File: src/rtl/da_pkg.sv
// Package: shared types for the bit-serial weighted-sum block.
package da_pkg;
    // Sequencer state: waiting for start, or consuming bit positions.
    typedef enum logic [0:0] {
        DA_IDLE = 1'b0,
        DA_RUN  = 1'b1
    } da_state_e;
endpackage

File: src/rtl/da_ctrl.sv
// Module: da_ctrl
// Sequences one computation. It accepts start only when idle, counts N bit
// cycles, raises the sign-time flag in the last one, and pulses valid one
// cycle later. Assumes N >= 2.
module da_ctrl #(
    parameter int N = 8
) (
    input  logic clk,
    input  logic rst_n,
    input  logic start,
    output logic load,
    output logic run,
    output logic sign_time,
    output logic valid
);
    import da_pkg::*;

    localparam int CNT_W = (N > 1) ? $clog2(N) : 1;
    localparam logic [CNT_W-1:0] LAST = CNT_W'(N - 1);

    da_state_e        state_q;
    logic [CNT_W-1:0] cnt_q;

    // Decode the phase outputs from state and counter.
    always_comb begin
        run       = (state_q == DA_RUN);
        load      = start && (state_q == DA_IDLE);
        sign_time = run && (cnt_q == LAST);
    end

    // Advance the state, the bit counter and the valid pulse.
    always_ff @(posedge clk) begin
        if (!rst_n) begin
            state_q <= DA_IDLE;
            cnt_q   <= '0;
            valid   <= 1'b0;
        end else begin
            valid <= 1'b0;
            case (state_q)
                DA_IDLE: begin
                    if (start) begin
                        state_q <= DA_RUN;
                        cnt_q   <= '0;
                    end
                end
                DA_RUN: begin
                    if (cnt_q == LAST) begin
                        state_q <= DA_IDLE;
                        valid   <= 1'b1;
                    end else begin
                        cnt_q <= cnt_q + 1'b1;
                    end
                end
                default: state_q <= DA_IDLE;
            endcase
        end
    end

    // valid never lasts two cycles
    p_valid_pulse_r3: assert property (@(posedge clk) disable iff (!rst_n)
        valid |=> !valid);
    // valid follows the sign-time cycle
    p_valid_after_sign_r2: assert property (@(posedge clk) disable iff (!rst_n)
        sign_time |=> valid);
    // no result is flagged while bits are still being consumed
    p_valid_idle_r2: assert property (@(posedge clk) disable iff (!rst_n)
        valid |-> !run);
    // a start during a run does not restart the counter
    p_start_ignored_r4: assert property (@(posedge clk) disable iff (!rst_n)
        (run && start && !sign_time) |=> (run && cnt_q == $past(cnt_q) + 1'b1));
endmodule

File: src/rtl/da_shreg.sv
// Module: da_shreg
// One right-shifting register per lane. It captures the lane words on load
// and presents the current least significant bit of every lane as the
// bit-slice. Assumes load and shift are never high together.
module da_shreg #(
    parameter int K = 4,
    parameter int N = 8
) (
    input  logic           clk,
    input  logic           rst_n,
    input  logic           load,
    input  logic           shift,
    input  logic [K*N-1:0] x_in,
    output logic [K-1:0]   slice
);
    for (genvar k = 0; k < K; k++) begin : g_lane
        logic [N-1:0] lane_q;

        // Capture the lane word on load, else move toward the LSB.
        always_ff @(posedge clk) begin
            if (!rst_n)
                lane_q <= '0;
            else if (load)
                lane_q <= x_in[k*N +: N];
            else if (shift)
                lane_q <= lane_q >> 1;
        end

        assign slice[k] = lane_q[0];

        // the whole lane word is captured on load
        p_lane_load_r7: assert property (@(posedge clk) disable iff (!rst_n)
            load |=> (lane_q == $past(x_in[k*N +: N])));
    end
endmodule

File: src/rtl/da_lut.sv
// Module: da_lut
// Constant table of weight subset sums with 2^(K+1) entries, computed at
// elaboration from COEFS. The top address bit selects the negated form.
// Assumes LW is wide enough for +/- K times the largest weight.
module da_lut #(
    parameter int             K     = 4,
    parameter int             CW    = 8,
    parameter int             LW    = 11,
    parameter logic [K*CW-1:0] COEFS = '0
) (
    input  logic [K:0]           addr,
    output logic signed [LW-1:0] value
);
    localparam int ENTRIES = 2 ** (K + 1);

    // Subset sum for one address; negated when the sign-time bit is set.
    function automatic logic signed [LW-1:0] entry_of(input int a);
        logic signed [LW-1:0] s;
        s = '0;
        for (int k = 0; k < K; k++)
            if (a[k]) s = s + LW'($signed(COEFS[k*CW +: CW]));
        if (a[K]) s = -s;
        return s;
    endfunction

    logic signed [LW-1:0] table_w [ENTRIES];

    for (genvar e = 0; e < ENTRIES; e++) begin : g_entry
        assign table_w[e] = entry_of(e);
    end

    // Select the entry for the current bit-slice.
    always_comb value = table_w[addr];
endmodule

File: src/rtl/da_acc.sv
// Module: da_acc
// Scaling accumulator. On each run cycle it halves the running sum
// (arithmetic shift) and adds the table value aligned N-1 places up, so the
// result after N cycles is exact. Clear zeroes it. Assumes RW >= N+LW-1.
module da_acc #(
    parameter int N  = 8,
    parameter int LW = 11,
    parameter int RW = 18
) (
    input  logic                 clk,
    input  logic                 rst_n,
    input  logic                 clear,
    input  logic                 run,
    input  logic signed [LW-1:0] lut_val,
    output logic signed [RW-1:0] acc
);
    logic signed [RW-1:0] lut_ext;

    // Sign-extend the table value to the accumulator width.
    always_comb lut_ext = {{(RW-LW){lut_val[LW-1]}}, lut_val};

    // Clear on load, halve and add while running, hold otherwise.
    always_ff @(posedge clk) begin
        if (!rst_n)
            acc <= '0;
        else if (clear)
            acc <= '0;
        else if (run)
            acc <= (acc >>> 1) + (lut_ext <<< (N - 1));
    end

    // a clear empties the sum
    p_clear_zero_r5: assert property (@(posedge clk) disable iff (!rst_n)
        clear |=> (acc == '0));
    // the sum holds while idle
    p_hold_idle_r8: assert property (@(posedge clk) disable iff (!rst_n)
        (!clear && !run) |=> $stable(acc));
endmodule

File: src/rtl/da_dot4.sv
// Module: da_dot4
// Bit-serial weighted sum of K signed lanes with fixed weights, built from
// a table of subset sums and a halving accumulator. A computation takes N
// cycles after start; valid then pulses once. Assumes N >= 2.
module da_dot4 #(
    parameter int              K     = 4,
    parameter int              N     = 8,
    parameter int              CW    = 8,
    parameter logic [K*CW-1:0] COEFS = {8'h80, 8'h19, 8'hF9, 8'h03},
    localparam int             RES_W = N + CW + $clog2(K)
) (
    input  logic                    clk,
    input  logic                    rst_n,
    input  logic                    start,
    input  logic [K*N-1:0]          x_in,
    output logic signed [RES_W-1:0] result,
    output logic                    valid
);
    localparam int LUT_W = CW + $clog2(K) + 1;

    logic                    load;
    logic                    run;
    logic                    sign_time;
    logic [K-1:0]            slice;
    logic signed [LUT_W-1:0] lut_val;

    da_ctrl #(.N(N)) u_ctrl (
        .clk       (clk),
        .rst_n     (rst_n),
        .start     (start),
        .load      (load),
        .run       (run),
        .sign_time (sign_time),
        .valid     (valid)
    );

    da_shreg #(.K(K), .N(N)) u_shreg (
        .clk   (clk),
        .rst_n (rst_n),
        .load  (load),
        .shift (run),
        .x_in  (x_in),
        .slice (slice)
    );

    da_lut #(.K(K), .CW(CW), .LW(LUT_W), .COEFS(COEFS)) u_lut (
        .addr  ({sign_time, slice}),
        .value (lut_val)
    );

    da_acc #(.N(N), .LW(LUT_W), .RW(RES_W)) u_acc (
        .clk     (clk),
        .rst_n   (rst_n),
        .clear   (load),
        .run     (run),
        .lut_val (lut_val),
        .acc     (result)
    );

    // a load only happens when no computation is running
    p_load_when_idle_r4: assert property (@(posedge clk) disable iff (!rst_n)
        load |-> !run);
endmodule

File: config.mk
export PLATFORM = sky130hd
export DESIGN_NAME = da_dot4
export DESIGN_NICKNAME = d
export VERILOG_FILES = /design/src/rtl/da_pkg.sv /design/src/rtl/da_ctrl.sv /design/src/rtl/da_shreg.sv /design/src/rtl/da_lut.sv /design/src/rtl/da_acc.sv /design/src/rtl/da_dot4.sv
export SDC_FILE = /design/constraint.sdc
export NUM_CORES = 1
export LEC_CHECK = 0
export ABC_AREA = 1
export BUFFER_PORTS_ARGS = -buffer_cell sky130_fd_sc_hd__buf_2
export CAP_MARGIN = 10
export CELL_PAD_IN_SITES_DETAIL_PLACEMENT = 0
export CELL_PAD_IN_SITES_GLOBAL_PLACEMENT = 1
export CORE_MARGIN = 5
export CORE_UTILIZATION = 44
export CTS_BUF_LIST = sky130_fd_sc_hd__clkbuf_4 sky130_fd_sc_hd__clkbuf_8
export CTS_CLUSTER_DIAMETER = 50
export DETAILED_ROUTE_END_ITERATION = 8
export PLACE_DENSITY = 0.95
export SETUP_SLACK_MARGIN = 0.3
export SLEW_MARGIN = 10
export SYNTH_ARGS = -nofsm -noshare
export SYNTH_HDL_FRONTEND = slang
export SYNTH_HIERARCHICAL = 1
export SYNTH_SLANG_ARGS = --single-unit
File: constraint.sdc
create_clock -name clk -period 6.7 [get_ports clk]
set_input_delay 0.67 -clock clk [delete_from_list [all_inputs] [get_ports clk]]
set_output_delay 0.67 -clock clk [all_outputs]
set_load 0.01 [all_outputs]
==> results of run 1 <==
## registers in the layout, summed over array words and instances, names as in the netlist
register and flops:
u_shreg/g_lane.lane_q 32, u_ctrl/cnt_q 3, u_acc/acc 18, u_ctrl/run 1
u_ctrl/valid 1
## path summary, 6_finish.rpt
check,cells past startpoint,end,startpoint
max,12,u_acc/acc[15]$_SDFFE_PP0P_,u_ctrl/run$_SDFF_PN0_
min,2,u_acc/acc[0]$_SDFFE_PP0P_,u_acc/acc[0]$_SDFFE_PP0P_
max reg2reg,12,u_acc/acc[15]$_SDFFE_PP0P_,u_ctrl/run$_SDFF_PN0_
min reg2reg,2,u_acc/acc[0]$_SDFFE_PP0P_,u_acc/acc[0]$_SDFFE_PP0P_
## logic make-up (layout without fill, tap and decap cells)
family / count (synthesis) / after routing / synth area share (%)
fa+ha+maj: 23 / 23 / 8.62
xor+xnor: 5 / 5 / 1.28
buf+inv: 101 / 134 / 13.9
simple gates: 292 / 292 / 35.1
flops: 55 / 55 / 32.1
compound gates: 55 / 55 / 8.99
## per-stage QoR
stage	util, %	hold WS [ns]	worst slack, ns	cells	cell area (µm²)
floorplan	-	0.439	4.42	531	3430
finish	48.9	0.465	3.67	666	3740
global placement	47.4	0.448	3.79	658	3620
global route	48.9	0.490	3.36	666	3740
detailed placement	47.4	0.455	3.67	658	3620
CTS	48.9	0.469	3.65	666	3740
## critical path: stages (launching register included)
cell	delay (ns)
dfxtp_2	1.06
nand2_1	0.13
inv_1	0.32
nand3_1	0.12
nand2_1	0.11
inv_1	0.07
fa_1	0.54
o21bai_4	0.21
nand2_1	0.09
nand3_1	0.08
nand3_1	0.08
nand2_1	0.10
inv_1	0.04
## per-layer routing
| layer | track usage, % | wire length (µm) | vias up |
|---|---|---|---|
| met5 | 0 | 0 | - |
| met1 | 21.5 | 3730 | 1373 |
| met4 | 4.10 | 72 | 0 |
| met3 | 2.50 | 226 | 5 |
| li1 | - | - | 1679 |
| met2 | 24.8 | 3380 | 44 |
## area by class of cell
type	instances	area, µm²	share of cell area (%)
sequential	55	1100	29.5
inverter	73	279	7.46
timing repair buffer	53	265	7.10
tap	102	128	3.41
clock inverter	2	38.8	1.04
clock buffer	6	76.3	2.04
multi-input combinational	375	1850	49.5
## power by group
group | internal [mW] | switching, mW
Combinational | 0.0583 | 0.0929
Sequential | 0.348 | 0.0234
Clock | 0.117 | 0.113
## synth_stat cells (all sizes together)
cell type  number
o21bai          1
inv            73
nand3          36
clkbuf          4
dfxtp          55
a21oi          43
xor2            4
a21o            1
fa              1
a21boi          1
xnor2           1
nor2           34
o21ai           8
ha             22
a211oi          1
nand4           2
nand2         220
buf            24
==> results.yml, run 1 <==
sta:
  final-max-slew-violation-count: 0
  finalCritPeriodShare_pct: 45.3
  tightest_slew_ns: 1.11
  finalSetupTns_ns: 0
  setup_viol: 0
  clock.fmax_mhz: 330
  hold_viol: 0
  fin_crit_ns: 3.03
  slew_headroom_pct: 26.2
  rsz0062_at_grt: "no"
  skew_ns: 0.00676
clock_network:
  clock-sinks: 55
  clock_latency_ns: 0.31
  cts_setup_buffers: 0
  cts_tree: "yes"
  clk_pin_slew_worst_paths_ns: 0.10
  cts_made_buffers: 5
  cts_resized: 0
  cts_max_path_buffers: 2
  cts_root_buf: "clkbuf_8"
  htree_levels: 2
  hold_buffers: 0
job:
  maxCapViolations: 0
layout:
  fillers: 779
  area_growth_pct: 9.13
  antennaDiodeCount: 0
  final_common_cell: "nand2_1"
  drive_above_1_share_pct: 14.5
  layout.nets: 621
  final_cell_mix: "nand2_1 (216), inv_1 (67), dfxtp_1 (54), buf_2 (53), a21oi_1 (41)"
drt:
  postRouteWirelength_um: 7410
  num_vias: 3101
  avgRoutedWirePerCell_um: 11.1
  drt-initial-drc-count: 186
  dr.pass1.iters: 4
  drtAntennaViolNets: 0
  drcViolationCount: 0
  via_per_inst: 4.66
global_routing:
  antenna_found_initial: 0
  grt-ovfl-total: 0
  grt_max_degree: 59
  first_global_vias: 2801
  track_usage_pct: 15.4
  grt_first_pass_wirelength_um: 12700
synthesis:
  syn_inst: 531
  syn-num-nets: 589
  synth_cell_types: 31
  synth_top_area_share_pct: 32.1
  ys_seq_area_share_pct: 32.1
  synth_warnings: 6
  syn_avg_cell_area_um2: 6.45
  synthTopCellsByArea: "dfxtp_1 (32%), nand2_1 (24%), ha_1 (8.0%), inv_1 (7.3%), a21oi_1 (6.0%)"
  synth-seq-cells: 55
  synth_top_area_cell: "dfxtp_1"
  syn_area_um2: 3430
setup_path:
  crit_path_max_fanout: 58
  crit_required_ns: 6.92
  endpoint_kind: "register"
  crit_arrival_ns: 3.26
  reg2reg_setup_slack_ns: 3.67
  critPathLaunchType: "register"
  criticalPathCategory: "reg -> reg"
pwr:
  vdd_ir_drop_max_mv: 0.0799
  power_density_nw_per_um2: 202
  power_mw: 0.754
  leakage_nw: 2.04
die:
  ios: 54
  die_h_um: 98.2
  core-area_um2: 7650
  dieArea_um2: 9650
  die_w_um: 98.2
  rows: 32
  start_util_pct: 44.8
outcome:
  outcome: "complete, no violations"
place:
  dp_hpwl_um: 5180
  globalplace.congestion: 0.871
  port_buffers: 53
worst_hold_path:
  hold_path.class: "reg -> reg"
No activity file was read; power rests on OpenSTA's default activity.
==> run 2, diff against run 1 <==
Settings changed: CORE_UTILIZATION 44 to 41, PLACE_DENSITY 0.95 to 0.91.
Clock period 6.7 ns to 2.9 ns, I/O delays scaled along.
==> run 2 against run 1 <==
Worst setup slack got worse by 3.2 ns. Wire length rose by 1.9%. Design area rose by 3.6%. Combinational power rose to 2.6 times the previous value. Cell count rose by 1.1%. Die area rose by 6.6%. Clock skew rose by 0.0026 ns. Clock power rose by 110%. First-iteration DRC count fell by 22%. Critical path type unchanged. Highest routed layer unchanged.
==> results.yml, run 2 (synthesis gave the netlist of run 1 again) <==
die:
  dieArea_um2: 10300
  die_h_um: 101
  core-area_um2: 8180
  rows: 33
  start_util_pct: 41.9
  die_w_um: 101
  ios: 54
layout:
  antennaDiodeCount: 0
  fin_util_pct: 47.4
  area_growth_pct: 13.1
  final_common_cell: "nand2_1"
  largest_reg_flops: 32
  top_regs: "u_shreg/g_lane.lane_q (32), u_acc/acc (18), u_ctrl/cnt_q (3)"
  layout.nets: 625
  final_cell_mix: "nand2_1 (213), inv_1 (66), buf_2 (53), dfxtp_1 (52), a21oi_1 (39)"
  top_register: "u_shreg/g_lane.lane_q"
  drive_above_1_share_pct: 18.3
setup_path:
  crit_buf_inv: 4
  critical-path-top-delay-family: "adder cells"
  timing.rr.start: "u_ctrl/cnt_q[0]$_SDFFE_PN0P_"
  crit_required_ns: 3.13
  worst_r2r_endpoint: "u_acc/acc[15]$_SDFFE_PP0P_"
  critPathLaunchType: "register"
  endpoint_kind: "register"
  reg2reg_depth: 15
  reg2reg_setup_slack_ns: 0.47
  crit_path_top_delay_cell: "fa_2"
  crit_arrival_ns: 2.66
  crit_path_max_fanout: 5
  critPathCapture: "u_acc/acc[15]$_SDFFE_PP0P_"
  criticalPathCategory: "reg -> reg"
  crit_cells: 15
  startpoint: "u_ctrl/cnt_q[0]$_SDFFE_PN0P_"
  path_cells: "ha_1, ha_2, nand2_4, clkinvlp_4, inv_2, nand3_1, nand2_1, inv_1, fa_2, o21bai_4, nand2_1, nand3_1, nand3_1, nand2_1, inv_1"
  slowest_delay_ns: 0.39
clock_network:
  cts_resized: 0
  cts_setup_buffers: 0
  hold_buffers: 0
  cts_tree: "yes"
  cts_max_path_buffers: 2
  clock_latency_ns: 0.31
  clock-sinks: 55
  clk_pin_slew_worst_paths_ns: 0.11
  cts_made_buffers: 5
  htree_levels: 2
  cts_root_buf: "clkbuf_8"
global_routing:
  antenna_found_initial: 0
  track_usage_pct: 15.1
  first_global_vias: 2929
  grt_first_pass_wirelength_um: 13000
  grt-ovfl-total: 0
  grt_max_degree: 57
drt:
  dr.pass1.iters: 4
  num_vias: 3190
  drcViolationCount: 0
  drtAntennaViolNets: 0
  avgRoutedWirePerCell_um: 11.2
  postRouteWirelength_um: 7550
  via_per_inst: 4.74
  drt-initial-drc-count: 146
place:
  dp_hpwl_um: 5260
  pre_cts_ws_ns: 0.320
  globalplace.congestion: 0.840
  port_buffers: 53
sta:
  clock.fmax_mhz: 412
  fin_hold_ws_ns: 0.212
  finalCritPeriodShare_pct: 83.7
  finalSetupTns_ns: 0
  hold_viol: 0
  tightest_slew_ns: 0.717
  fin_ws_ns: 0.472
  final-max-slew-violation-count: 0
  rsz0062_at_grt: "yes"
  fin_crit_ns: 2.43
  skew_ns: 0.00936
  setup_viol: 0
  slew_headroom_pct: 52.2
worst_hold_path:
  hold_path.class: "in -> reg"
pwr:
  vdd_ir_drop_max_mv: 0.220
  power_density_nw_per_um2: 444
  leakage_nw: 2.05
job:
  maxCapViolations: 0
outcome:
  outcome: "complete, no violations"
[run 2: cell count changes in the layout (fill, tap and decap cells not counted), sizes merged]
cell / previous run / this run
buf: 53 / 56
inv: 74 / 73
clkinv: 0 / 1
clkinvlp: 0 / 2
bufinv: 1 / 0
[run 2: worst register-to-register path, cell delays in order, from the launching register on]
cell,delay (ns)
dfxtp_1,0.34
ha_1,0.23
ha_2,0.21
nand2_4,0.09
clkinvlp_4,0.18
inv_2,0.13
nand3_1,0.08
nand2_1,0.08
inv_1,0.06
fa_2,0.39
o21bai_4,0.19
nand2_1,0.09
nand3_1,0.08
nand3_1,0.08
nand2_1,0.09
inv_1,0.04
[run 2: power by group]
group,switching [mW],internal [mW],total [mW],leakage (nW)
Sequential,0.0364,0.805,0.842,0.453
Clock,0.279,0.202,0.481,0.0533
Combinational,0.244,0.154,0.398,1.54
[run 2: how the worst min path moves through the flow]
stage / start / to / slack (ns) / depth (start not counted)
4_1_cts: x_in[31] / u_shreg/g_lane[3].lane_q[7]$_SDFFE_PN0P_ / 0.20 / 3
3_3_place_gp: u_acc/acc[0]$_SDFFE_PP0P_ / u_acc/acc[0]$_SDFFE_PP0P_ / 0.45 / 2
2_1_floorplan: rst_n / u_shreg/g_lane[0].lane_q[0]$_SDFFE_PN0P_ / 0.39 / 2
5_1_grt: x_in[31] / u_shreg/g_lane[3].lane_q[7]$_SDFFE_PN0P_ / 0.21 / 3
6_report: x_in[31] / u_shreg/g_lane[3].lane_q[7]$_SDFFE_PN0P_ / 0.21 / 3
3_5_place_dp: u_shreg/g_lane[1].lane_q[6]$_SDFFE_PN0P_ / u_shreg/g_lane[1].lane_q[6]$_SDFFE_PN0P_ / 0.46 / 2
[run 2: cell type report]
class | count | area [µm²]
clock buffer | 6 | 82.6
clock inverter | 2 | 20.0
fill | 883 | 4300
inverter | 73 | 283
multi-input combinational | 375 | 1940
sequential | 55 | 1110
tap | 105 | 131
timing repair buffer | 56 | 300
timing repair inverter | 1 | 7.51
[run 2: layer usage]
metal | global-route usage, % | wire (µm)
met4 | 3.78 | 73
met5 | 0 | 0
met3 | 2.41 | 274
met1 | 20.3 | 3620
met2 | 25.2 | 3580
[run 2: through the flow]
| step | cell area, µm² | power [mW] | cells |
|---|---|---|---|
| finish | 3870 | 1.72 | 673 |
| detailed placement | 3660 | 1.24 | 664 |
| global route | 3870 | 1.83 | 673 |
| floorplan | 3430 | 1.16 | 531 |
| global placement | 3660 | 1.23 | 664 |
| CTS | 3760 | 1.72 | 672 |
